===== src/rtl/dram_route_pkg.sv =====
package dram_route_pkg;
  localparam int NODE_W       = 3;
  localparam int IL_W         = 3;
  localparam int IL_ADDR_LSB  = 12;
  localparam int CFG_W        = 32;
  localparam int RD_EN_BIT    = 0;
  localparam int WR_EN_BIT    = 1;
  localparam int IL_FIELD_LSB = 8;
  localparam int BOUND_LSB    = 16;

  typedef enum logic [IL_W-1:0] {
    IL_NONE = 3'b000,
    IL_TWO  = 3'b001,
    IL_FOUR = 3'b011,
    IL_EIGHT = 3'b111
  } il_code_e;

  // Address bits 14:12 that take part for a given code; unknown codes use none.
  function automatic logic [IL_W-1:0] il_mask(input logic [IL_W-1:0] code);
    case (code)
      IL_TWO:   il_mask = 3'b001;
      IL_FOUR:  il_mask = 3'b011;
      IL_EIGHT: il_mask = 3'b111;
      default:  il_mask = 3'b000;
    endcase
  endfunction
endpackage


===== src/rtl/dram_route_regs.sv =====
module dram_route_regs
  import dram_route_pkg::*;
#(
  parameter int NUM_REGIONS = 8,
  parameter int RANGE_W     = 16,
  parameter int IDX_W       = 3
) (
  input  logic                                clk,
  input  logic                                rst_n,
  input  logic                                cfg_wr,
  input  logic [IDX_W-1:0]                    cfg_sel,
  input  logic                                cfg_is_limit,
  input  logic [CFG_W-1:0]                    cfg_data,
  output logic [NUM_REGIONS-1:0]              rd_ok,
  output logic [NUM_REGIONS-1:0]              wr_ok,
  output logic [NUM_REGIONS-1:0][IL_W-1:0]    il_code,
  output logic [NUM_REGIONS-1:0][IL_W-1:0]    il_sel,
  output logic [NUM_REGIONS-1:0][NODE_W-1:0]  node,
  output logic [NUM_REGIONS-1:0][RANGE_W-1:0] lo,
  output logic [NUM_REGIONS-1:0][RANGE_W-1:0] hi
);
  logic unused_cfg_bits;
  assign unused_cfg_bits = ^{cfg_data[IL_FIELD_LSB-1:NODE_W],
                             cfg_data[BOUND_LSB-1:IL_FIELD_LSB+IL_W]};

  for (genvar g = 0; g < NUM_REGIONS; g++) begin : g_region
    logic base_we, limit_we;
    assign base_we  = cfg_wr && !cfg_is_limit && (cfg_sel == IDX_W'(g));
    assign limit_we = cfg_wr &&  cfg_is_limit && (cfg_sel == IDX_W'(g));

    always_ff @(posedge clk or negedge rst_n) begin
      if (!rst_n) begin
        rd_ok[g]   <= 1'b0;
        wr_ok[g]   <= 1'b0;
        il_code[g] <= '0;
        lo[g]      <= '0;
      end else if (base_we) begin
        rd_ok[g]   <= cfg_data[RD_EN_BIT];
        wr_ok[g]   <= cfg_data[WR_EN_BIT];
        il_code[g] <= cfg_data[IL_FIELD_LSB +: IL_W];
        lo[g]      <= cfg_data[BOUND_LSB +: RANGE_W];
      end
    end

    always_ff @(posedge clk or negedge rst_n) begin
      if (!rst_n) begin
        node[g]   <= '0;
        il_sel[g] <= '0;
        hi[g]     <= '0;
      end else if (limit_we) begin
        node[g]   <= cfg_data[NODE_W-1:0];
        il_sel[g] <= cfg_data[IL_FIELD_LSB +: IL_W];
        hi[g]     <= cfg_data[BOUND_LSB +: RANGE_W];
      end
    end
  end
endmodule


===== src/rtl/dram_route_match.sv =====
module dram_route_match
  import dram_route_pkg::*;
#(
  parameter int RANGE_W = 16
) (
  input  logic [RANGE_W-1:0] a_top,
  input  logic [IL_W-1:0]    a_il,
  input  logic               is_write,
  input  logic               rd_ok,
  input  logic               wr_ok,
  input  logic [IL_W-1:0]    il_code,
  input  logic [IL_W-1:0]    il_sel,
  input  logic [RANGE_W-1:0] lo,
  input  logic [RANGE_W-1:0] hi,
  output logic               hit
);
  logic            dir_ok, in_range, il_ok;
  logic [IL_W-1:0] mask;

  always_comb begin
    dir_ok   = is_write ? wr_ok : rd_ok;
    in_range = (a_top >= lo) && (a_top <= hi);
    mask     = il_mask(il_code);
    il_ok    = ((a_il ^ il_sel) & mask) == '0;
    hit      = dir_ok && in_range && il_ok;
  end
endmodule


===== src/rtl/dram_route_prio.sv =====
module dram_route_prio
  import dram_route_pkg::*;
#(
  parameter int NUM_REGIONS = 8,
  parameter int IDX_W       = 3
) (
  input  logic [NUM_REGIONS-1:0]             match,
  input  logic [NUM_REGIONS-1:0][NODE_W-1:0] node,
  output logic                               any,
  output logic [IDX_W-1:0]                   idx,
  output logic [NODE_W-1:0]                  sel_node
);
  // Walk from the top down so the lowest matching index is written last.
  always_comb begin
    any      = 1'b0;
    idx      = '0;
    sel_node = '0;
    for (int i = NUM_REGIONS - 1; i >= 0; i--) begin
      if (match[i]) begin
        any      = 1'b1;
        idx      = IDX_W'(i);
        sel_node = node[i];
      end
    end
  end
endmodule


===== src/rtl/dram_route_top.sv =====
module dram_route_top
  import dram_route_pkg::*;
#(
  parameter int NUM_REGIONS = 8,
  parameter int ADDR_W      = 40,
  parameter int GRAN_LSB    = 24,
  localparam int RANGE_W    = ADDR_W - GRAN_LSB,
  localparam int IDX_W      = (NUM_REGIONS > 1) ? $clog2(NUM_REGIONS) : 1
) (
  input  logic              clk,
  input  logic              rst_n,
  input  logic              cfg_wr,
  input  logic [IDX_W-1:0]  cfg_sel,
  input  logic              cfg_is_limit,
  input  logic [CFG_W-1:0]  cfg_data,
  input  logic              req_valid,
  input  logic [ADDR_W-1:0] req_addr,
  input  logic              req_write,
  output logic              rsp_valid,
  output logic              rsp_hit,
  output logic [NODE_W-1:0] rsp_node,
  output logic [IDX_W-1:0]  rsp_region
);
  logic [NUM_REGIONS-1:0]              rd_ok, wr_ok, match;
  logic [NUM_REGIONS-1:0][IL_W-1:0]    il_code, il_sel;
  logic [NUM_REGIONS-1:0][NODE_W-1:0]  node;
  logic [NUM_REGIONS-1:0][RANGE_W-1:0] lo, hi;
  logic [RANGE_W-1:0]                  a_top;
  logic [IL_W-1:0]                     a_il;
  logic                                any_hit;
  logic [IDX_W-1:0]                    win_idx;
  logic [NODE_W-1:0]                   win_node;

  logic unused_addr;
  assign unused_addr = ^{req_addr[GRAN_LSB-1:IL_ADDR_LSB+IL_W],
                         req_addr[IL_ADDR_LSB-1:0]};

  assign a_top = req_addr[ADDR_W-1:GRAN_LSB];
  assign a_il  = req_addr[IL_ADDR_LSB +: IL_W];

  dram_route_regs #(
    .NUM_REGIONS(NUM_REGIONS), .RANGE_W(RANGE_W), .IDX_W(IDX_W)
  ) u_regs (
    .clk(clk), .rst_n(rst_n), .cfg_wr(cfg_wr), .cfg_sel(cfg_sel),
    .cfg_is_limit(cfg_is_limit), .cfg_data(cfg_data),
    .rd_ok(rd_ok), .wr_ok(wr_ok), .il_code(il_code), .il_sel(il_sel),
    .node(node), .lo(lo), .hi(hi)
  );

  for (genvar g = 0; g < NUM_REGIONS; g++) begin : g_match
    dram_route_match #(.RANGE_W(RANGE_W)) u_match (
      .a_top(a_top), .a_il(a_il), .is_write(req_write),
      .rd_ok(rd_ok[g]), .wr_ok(wr_ok[g]), .il_code(il_code[g]),
      .il_sel(il_sel[g]), .lo(lo[g]), .hi(hi[g]), .hit(match[g])
    );
  end

  dram_route_prio #(.NUM_REGIONS(NUM_REGIONS), .IDX_W(IDX_W)) u_prio (
    .match(match), .node(node), .any(any_hit), .idx(win_idx), .sel_node(win_node)
  );

  // Response next-state.
  logic              hit_d;
  logic [NODE_W-1:0] node_d;
  logic [IDX_W-1:0]  region_d;

  always_comb begin
    hit_d    = rsp_hit;
    node_d   = rsp_node;
    region_d = rsp_region;
    if (req_valid) begin
      hit_d    = any_hit;
      node_d   = any_hit ? win_node : '0;
      region_d = any_hit ? win_idx  : '0;
    end
  end

  always_ff @(posedge clk or negedge rst_n) begin
    if (!rst_n) begin
      rsp_valid  <= 1'b0;
      rsp_hit    <= 1'b0;
      rsp_node   <= '0;
      rsp_region <= '0;
    end else begin
      rsp_valid  <= req_valid;
      rsp_hit    <= hit_d;
      rsp_node   <= node_d;
      rsp_region <= region_d;
    end
  end
endmodule


===== config.mk =====
export PLATFORM = sky130hd
export DESIGN_NAME = dram_route_top
export DESIGN_NICKNAME = d
export VERILOG_FILES = /design/src/rtl/dram_route_pkg.sv /design/src/rtl/dram_route_regs.sv /design/src/rtl/dram_route_match.sv /design/src/rtl/dram_route_prio.sv /design/src/rtl/dram_route_top.sv
export SDC_FILE = /design/constraint.sdc
export NUM_CORES = 1
export LEC_CHECK = 0
export BUFFER_PORTS_ARGS = -buffer_cell sky130_fd_sc_hd__buf_2
export CORE_AREA = 2 2 179 181
export DETAILED_ROUTE_END_ITERATION = 16
export DIE_AREA = 0 0 181 183
export PLACE_DENSITY = 0.83
export SYNTH_ARGS = -nofsm -noshare
export SYNTH_HDL_FRONTEND = slang
export SYNTH_SLANG_ARGS = --single-unit

===== constraint.sdc =====
create_clock -name clk -period 7.1 [get_ports clk]
set_input_delay 0.355 -clock clk [delete_from_list [all_inputs] [get_ports clk]]
set_output_delay 0.355 -clock clk [all_outputs]
set_load 0.05 [all_outputs]

==> reports/metrics.cfg, run 1 <==
[place]
dp.cells=2377
numPortBuffers=57
dp_hpwl_um=33700
place_congestion=0.851

[sta]
fin_crit_sh_pct=49.0
max-slew-margin-rel_pct=10.4
clock.fmax_ghz=0.287
rsz0062_at_grt=false
setup_violations=0
hold-worst-slack_ns=0.0381
worst_pin_slew_ns=1.34
fin_tns_setup_ns=0
finClkSkew_ns=0.0150
drv_slew=0
hold_viol=0
min_period_ns=3.48

[yosys]
synth_top_area_share_pct=44.0
syn-cell-area_um2=20000
async_flop_share_pct=100
synth_ff_type=dfrtp_1
netlist_top_cells_count=dfrtp_1 (352), inv_1 (264), ha_1 (256), nand2_1 (209), o21ai_0 (201)
ys_seq_area_share_pct=44.0
syn_nets=2313
synth.ff_latch_count=352
ys_top_cells_by_area=dfrtp_1 (44%), ha_1 (16%), mux2_2 (11%)
synth_most_common_cell=dfrtp_1
syn_area_per_cell_um2=10.1
synthCells=1976
synth_edf_count=0
synth.distinct_cells=64
synth_top_cell_by_area=dfrtp_1
ys_warn_count=0

[critical_path]
worst_ep_required_time_ns=7.53
worstPathArrival_ns=3.91
cp_slowest_cell=nor4_1
worstSetupPathType=reg -> reg
cp.buffers_inverters=1
startpoint_type=register
path_cells=inv_1, ha_1, and3_1, o21ai_0, o21ai_0, nor3_1, nor4_1, nor2_1, nand4b_1, nor2_1, o41ai_2
worstSetupEndpointType=register
cpPeakStageDelay_ns=0.95
cp_max_fo=5
crit_family=simple AND/OR/NAND/NOR gates

[clocking]
clock_path_buffers=3
cts_sinks=352
root_buffer=clkbuf_16
cts_tree=done
cts_made_buffers=38
ctsHtreeMaxLevel=2
clk_latency_ns=0.53
cts.clk_slew.worst_paths_ns=0.06
cts_resized=0

[grt]
antenna_found_initial=0
grt_pass1_vias=15900
grt_max_degree=179
grt-ovfl-total=0
grt_usage_pct=32.5
grt_pass1_wl_um=83400

[floorplanning]
num_rows=65
floorplan.initialDensity_pct=64.0
ios=89
coreArea_um2=31200
die_area_um2=33100
die_h_um=183
die_w_um=181

[route]
finalWirelength_um=52400
detail-route-antenna-nets=0
drtPass1Iterations=6
drc=0
wl_per_cell_um=21.4
dr.first_iter.drc_count=1377
viasPerCell=6.26
routed-via-count=15300

[power]
swShare_pct=32.0
p_seq_share_pct=40.5
power.net_switching_uw=2120
power_leakage_uw=0.0106
vdd_drop_max_uv=241
finalPower_uw=6650
powerDensity_nw_per_um2=302
combPwrFrac_pct=28.5
p_int_uw=4520
p_clk_share_pct=30.9

[final_layout]
areaGrowthSynthToFinish_pct=9.86
stdcell_count=2445
final_util_pct=70.4
finalNetCount=2353
drive_above_1_share_pct=16.4

[flow_run]
drv_cap=0

[min_path]
hold_class=in -> reg

[status]
outcome=complete, no violations

[final timing paths]
| check | startpoint | endpoint | slack (ns) | cells past startpoint |
|---|---|---|---|---|
| setup / recovery | u_regs.lo[127] | rsp_node[0] | 3.62 | 11 |
| hold / removal | req_valid | rsp_valid | 0.04 | 1 |
| setup reg to reg | u_regs.lo[127] | rsp_node[0] | 3.62 | 11 |
| hold reg to reg | rsp_node[0] | rsp_node[0] | 0.49 | 2 |
| max in group asynchronous | rst_n | u_regs.hi[40] | 5.17 | 3 |
| min in group asynchronous | rst_n | u_regs.lo[59] | 0.45 | 2 |
[layer usage]
metal | vias to the layer above | GRT usage, % | part of all wire (%)
met5 | - | 0 | 0
met4 | 0 | 18.5 | 6.0
met3 | 217 | 7.37 | 8.9
met2 | 663 | 53.2 | 46
met1 | 7486 | 40.1 | 39
li1 | 6934 | - | -
[cell usage in the layout, fill, tap and decap left out, types with 7 or more instances in the layout]
cell type,Yosys,layout
mux2_2,191,191
buf_4,0,13
nor4_1,13,13
clkbuf_1,62,10
buf_2,4,56
nand2b_1,13,13
nor3_1,16,11
nand4_1,27,27
nand2_1,209,209
o21a_1,9,9
dfrtp_1,352,352
a211oi_1,14,14
o2111ai_1,7,7
a21oi_1,82,82
nand3_1,32,32
clkbuf_16,0,39
o211ai_1,15,15
mux2i_1,7,7
a21o_1,14,14
nor2_1,45,41
inv_1,264,264
o21ai_0,201,201
nor2b_1,15,15
ha_1,256,256
xor2_1,17,17
and3_1,12,12
[layout make-up]
class	count	area (um^2)
Clock buffer	51	1040
Fill cell	2167	9260
Timing Repair Buffer	72	423
Tap cell	402	503
Antenna cell	1	2.50
Clock inverter	15	235
Multi-Input combinational cell	1288	9970
Sequential cell	352	8810
Inverter	264	991
[registers in the layout, summed over array words and instances, names as in the netlist]
register,cells
u_regs.hi,128
u_regs.il_code,24
rsp_valid,1
u_regs.il_sel,24
rsp_region,3
rsp_node,3
rsp_hit,1
u_regs.rd_ok,8
u_regs.node,24
u_regs.lo,128
u_regs.wr_ok,8
[power groups by stage]
stage | Clock, uW | Combinational [uW] | Sequential (uW)
after detailed placement | 0 | 1830 | 2720
after CTS | 2070 | 1880 | 2690
after global routing | 2150 | 2130 | 2740
after global placement | 0 | 1700 | 2690
final | 2060 | 1900 | 2690
after floorplan | 0 | 1260 | 2710
[worst register-to-register path: stages (launching register included)]
cell,delay [ns]
dfrtp_1,0.32
inv_1,0.05
ha_1,0.29
and3_1,0.30
o21ai_0,0.13
o21ai_0,0.45
nor3_1,0.21
nor4_1,0.95
nor2_1,0.14
nand4b_1,0.17
nor2_1,0.08
o41ai_2,0.31
[kinds of logic (layout without fill, tap and decap cells)]
logic type | Yosys count | in the layout | share of synthesized area (%)
and+or+nand+nor | 406 | 406 | 9.41
xor gates and xnor gates | 22 | 22 | 0.963
other | 0 | 1 | 0
AOI/OAI and AO/OA | 406 | 406 | 12.1
muxes | 198 | 198 | 11.1
buffers and inverters | 336 | 402 | 6.33
DFF | 352 | 352 | 44.0
adders and majority gates | 256 | 256 | 16.0
[metrics by stage]
stage	instance area (um^2)	setup WS, ns
floorplan	20000	4.36
global placement	20700	3.40
detailed placement	20700	3.41
CTS	22000	3.79
global route	22000	3.52
finish	22000	3.62
[repair_timing]
item | 4_1_cts | 5_1_grt
setup buffers | 0 | 0
endpoints found under the hold margin | 108 | 0
hold buffers | 1 | 0
(Power assumes the default switching activity.)
==> run 2: changes to the inputs <==
--- a/config.mk
+++ b/config.mk
@@ -6,10 +6,10 @@
 export NUM_CORES = 1
 export LEC_CHECK = 0
 export BUFFER_PORTS_ARGS = -buffer_cell sky130_fd_sc_hd__buf_2
-export CORE_AREA = 2 2 179 181
+export CORE_AREA = 2 2 191 193
 export DETAILED_ROUTE_END_ITERATION = 16
-export DIE_AREA = 0 0 181 183
-export PLACE_DENSITY = 0.83
+export DIE_AREA = 0 0 193 195
+export PLACE_DENSITY = 0.77
 export SYNTH_ARGS = -nofsm -noshare
 export SYNTH_HDL_FRONTEND = slang
 export SYNTH_SLANG_ARGS = --single-unit
==> constraint.sdc (replaced) <==
create_clock -name clk -period 3.2 [get_ports clk]
set_input_delay 0.16 -clock clk [delete_from_list [all_inputs] [get_ports clk]]
set_output_delay 0.16 -clock clk [all_outputs]
set_load 0.05 [all_outputs]
==> run 2 against run 1 <==
First-iteration DRC count is 31% lower. Largest power group unchanged. Global-route usage is 2.7 points lower. Largest cell class unchanged. Wire length is 3.3% higher.
==> reports/metrics.cfg, run 2 (synthesis results as in run 1) <==
[status]
outcome=complete, no violations

[critical_path]
worstPathArrival_ns=3.46  ; -0.45 ns
startpoint_type=register
cp_max_fo=8  ; +3
cpPeakStageDelay_ns=0.66  ; -0.29 ns
worst_ep_required_time_ns=3.61  ; -3.92 ns
cp_slowest_cell=a2111oi_4
path_cells=inv_1, ha_1, a21oi_1, o21ai_0, a221oi_1, o211ai_1, a2111oi_4, nor2b_1, a221o_1, a211oi_2, o41ai_2
rr_worst_depth=11  ; unchanged
worstSetupEndpointType=register
worstSetupPathType=reg -> reg

[clocking]
clock_path_buffers=3  ; unchanged
clk_latency_ns=0.53  ; about the same
cts.clk_slew.worst_paths_ns=0.06  ; about the same
cts_setup_buffers=0  ; unchanged
ctsHtreeMaxLevel=2  ; unchanged
root_buffer=clkbuf_16
cts_tree=done
cts_made_buffers=39  ; +2.6%
cts_sinks=352  ; unchanged

[place]
dp_hpwl_um=37300  ; +11%
dp.cells=2496  ; +5.0%
numPortBuffers=57  ; unchanged
place_congestion=0.925  ; +8.7%
dp_slack_ns=0.0265  ; -3.38 ns

[floorplanning]
die_area_um2=37600  ; +14%
die_h_um=195  ; +6.6%
floorplan.initialDensity_pct=56.5  ; -7.5 points
coreArea_um2=35400  ; +13%
num_rows=69  ; +6.2%
die_w_um=193  ; +6.6%
ios=89  ; unchanged

[route]
routed-via-count=15400  ; +0.88%
dr.first_iter.drc_count=956  ; -31%
detail-route-antenna-nets=0  ; unchanged
wl_per_cell_um=21.1  ; -1.7%
drc=0  ; unchanged
drtPass1Iterations=7  ; +1
viasPerCell=6.01  ; -4.0%
finalWirelength_um=54100  ; +3.3%

[final_layout]
largestRegisters=u_regs.hi (128), u_regs.lo (128)
stdcell_count=2569  ; +5.1%
drive_above_1_share_pct=18.9  ; +2.5 points
finalNetCount=2416  ; +2.7%
layout_common_cells=dfrtp_1 (352), inv_1 (264), ha_1 (256), nand2_1 (209), o21ai_0 (201)
final_util_pct=64.0  ; -6.4 points
areaGrowthSynthToFinish_pct=13.3
final_common_cell=dfrtp_1

[power]
powerDensity_nw_per_um2=658  ; +120%
vdd_drop_max_uv=710  ; +190%
power_leakage_uw=0.0109  ; +3.3%

[sta]
rsz0062_at_grt=false
worst_pin_slew_ns=1.09  ; -0.246 ns
clock.fmax_ghz=0.328  ; +14%
fin_crit_sh_pct=95.2  ; +46 points
hold-worst-slack_ns=0.0295  ; -0.00864 ns
drv_slew=0  ; unchanged
max-slew-margin-rel_pct=27.1  ; +17 points
setup_slack_ns=0.153  ; -3.47 ns
fin_tns_setup_ns=0  ; unchanged
setup_violations=0  ; unchanged
finClkSkew_ns=0.0200  ; +0.00503 ns
hold_viol=0  ; unchanged
min_period_ns=3.05  ; -0.435 ns

[grt]
grt_pass1_vias=15900  ; +0.49%
grt_pass1_wl_um=86300  ; +3.4%
grt_max_degree=83  ; -54%
antenna_found_initial=0  ; unchanged
grt_usage_pct=29.8  ; -2.7 points
grt-ovfl-total=0  ; unchanged

[min_path]
hold_class=in -> reg
hold_depth=3  ; +2

[flow_run]
drv_cap=0  ; unchanged

run 2: cell types whose count changed in the layout (fill, tap and decap cells not counted), moves of 2 or more:
cell / previous run / this run
bufinv_16: 6 / 3
clkbuf_8: 2 / 9
dlygate4sd3_1: 1 / 3
buf_4: 13 / 65
buf_12: 1 / 9
clkinv_2: 6 / 3
run 2: worst paths after layout:
path	from	end	slack [ns]
worst max-delay path	u_regs.hi[103]	rsp_node[0]	0.15
worst min register to register	u_regs.lo[29]	u_regs.lo[29]	0.50
max in group asynchronous	rst_n	u_regs.node[4]	2.08
worst max register to register	u_regs.hi[103]	rsp_node[0]	0.15
worst min-delay path	cfg_data[10]	u_regs.il_code[11]	0.03
min in group asynchronous	rst_n	u_regs.hi[120]	0.19
run 2: area by class of cell:
| class | instances | area (um^2) |
|---|---|---|
| clock inverters | 9 | 139 |
| flip-flops and latches | 352 | 8810 |
| repair buffers | 134 | 993 |
| inverters | 264 | 991 |
| diodes | 1 | 2.50 |
| well taps | 461 | 577 |
| multi-input cells | 1288 | 9980 |
| fillers | 2717 | 12700 |
| clock buffers | 60 | 1170 |
run 2: where the power goes:
group | internal, uW | switching (uW)
Sequential | 5510 | 465
Clock | 2750 | 1810
Combinational | 1890 | 2480
Total | 10200 | 4760
run 2: through the flow:
stage	power [uW]	instance area, um^2
6_report	14900	22700
2_1_floorplan	8810	20000
5_1_grt	15800	22700
3_5_place_dp	10300	21300
4_1_cts	14900	22600
3_3_place_gp	10000	21300
run 2: timing repair:
item | 4_1_cts | 5_1_grt
gates resized for setup | 0 | 2
hold buffers | 3 | 0
hold endpoints to repair | 78 | 0
endpoints found under the setup margin | 0 | 1
run 2: worst max-delay path, delay by kind of cell, from the launching register on:
kind	cells	cell delay [ns]
compound gates	8	2.10
buf+inv	1	0.05
simple gates	1	0.10
flops	1	0.35
fa+ha+maj	1	0.32
run 2: metal layers:
layer | GRT usage, % | up-vias | share of wire [%] | routed length, um
li1 | - | 7072 | - | -
met1 | 38.8 | 7632 | 40 | 21900
met2 | 49.4 | 559 | 48 | 26000
met3 | 4.08 | 171 | 6.8 | 3670
met4 | 13.6 | 0 | 4.7 | 2570
met5 | 0 | - | 0 | 0
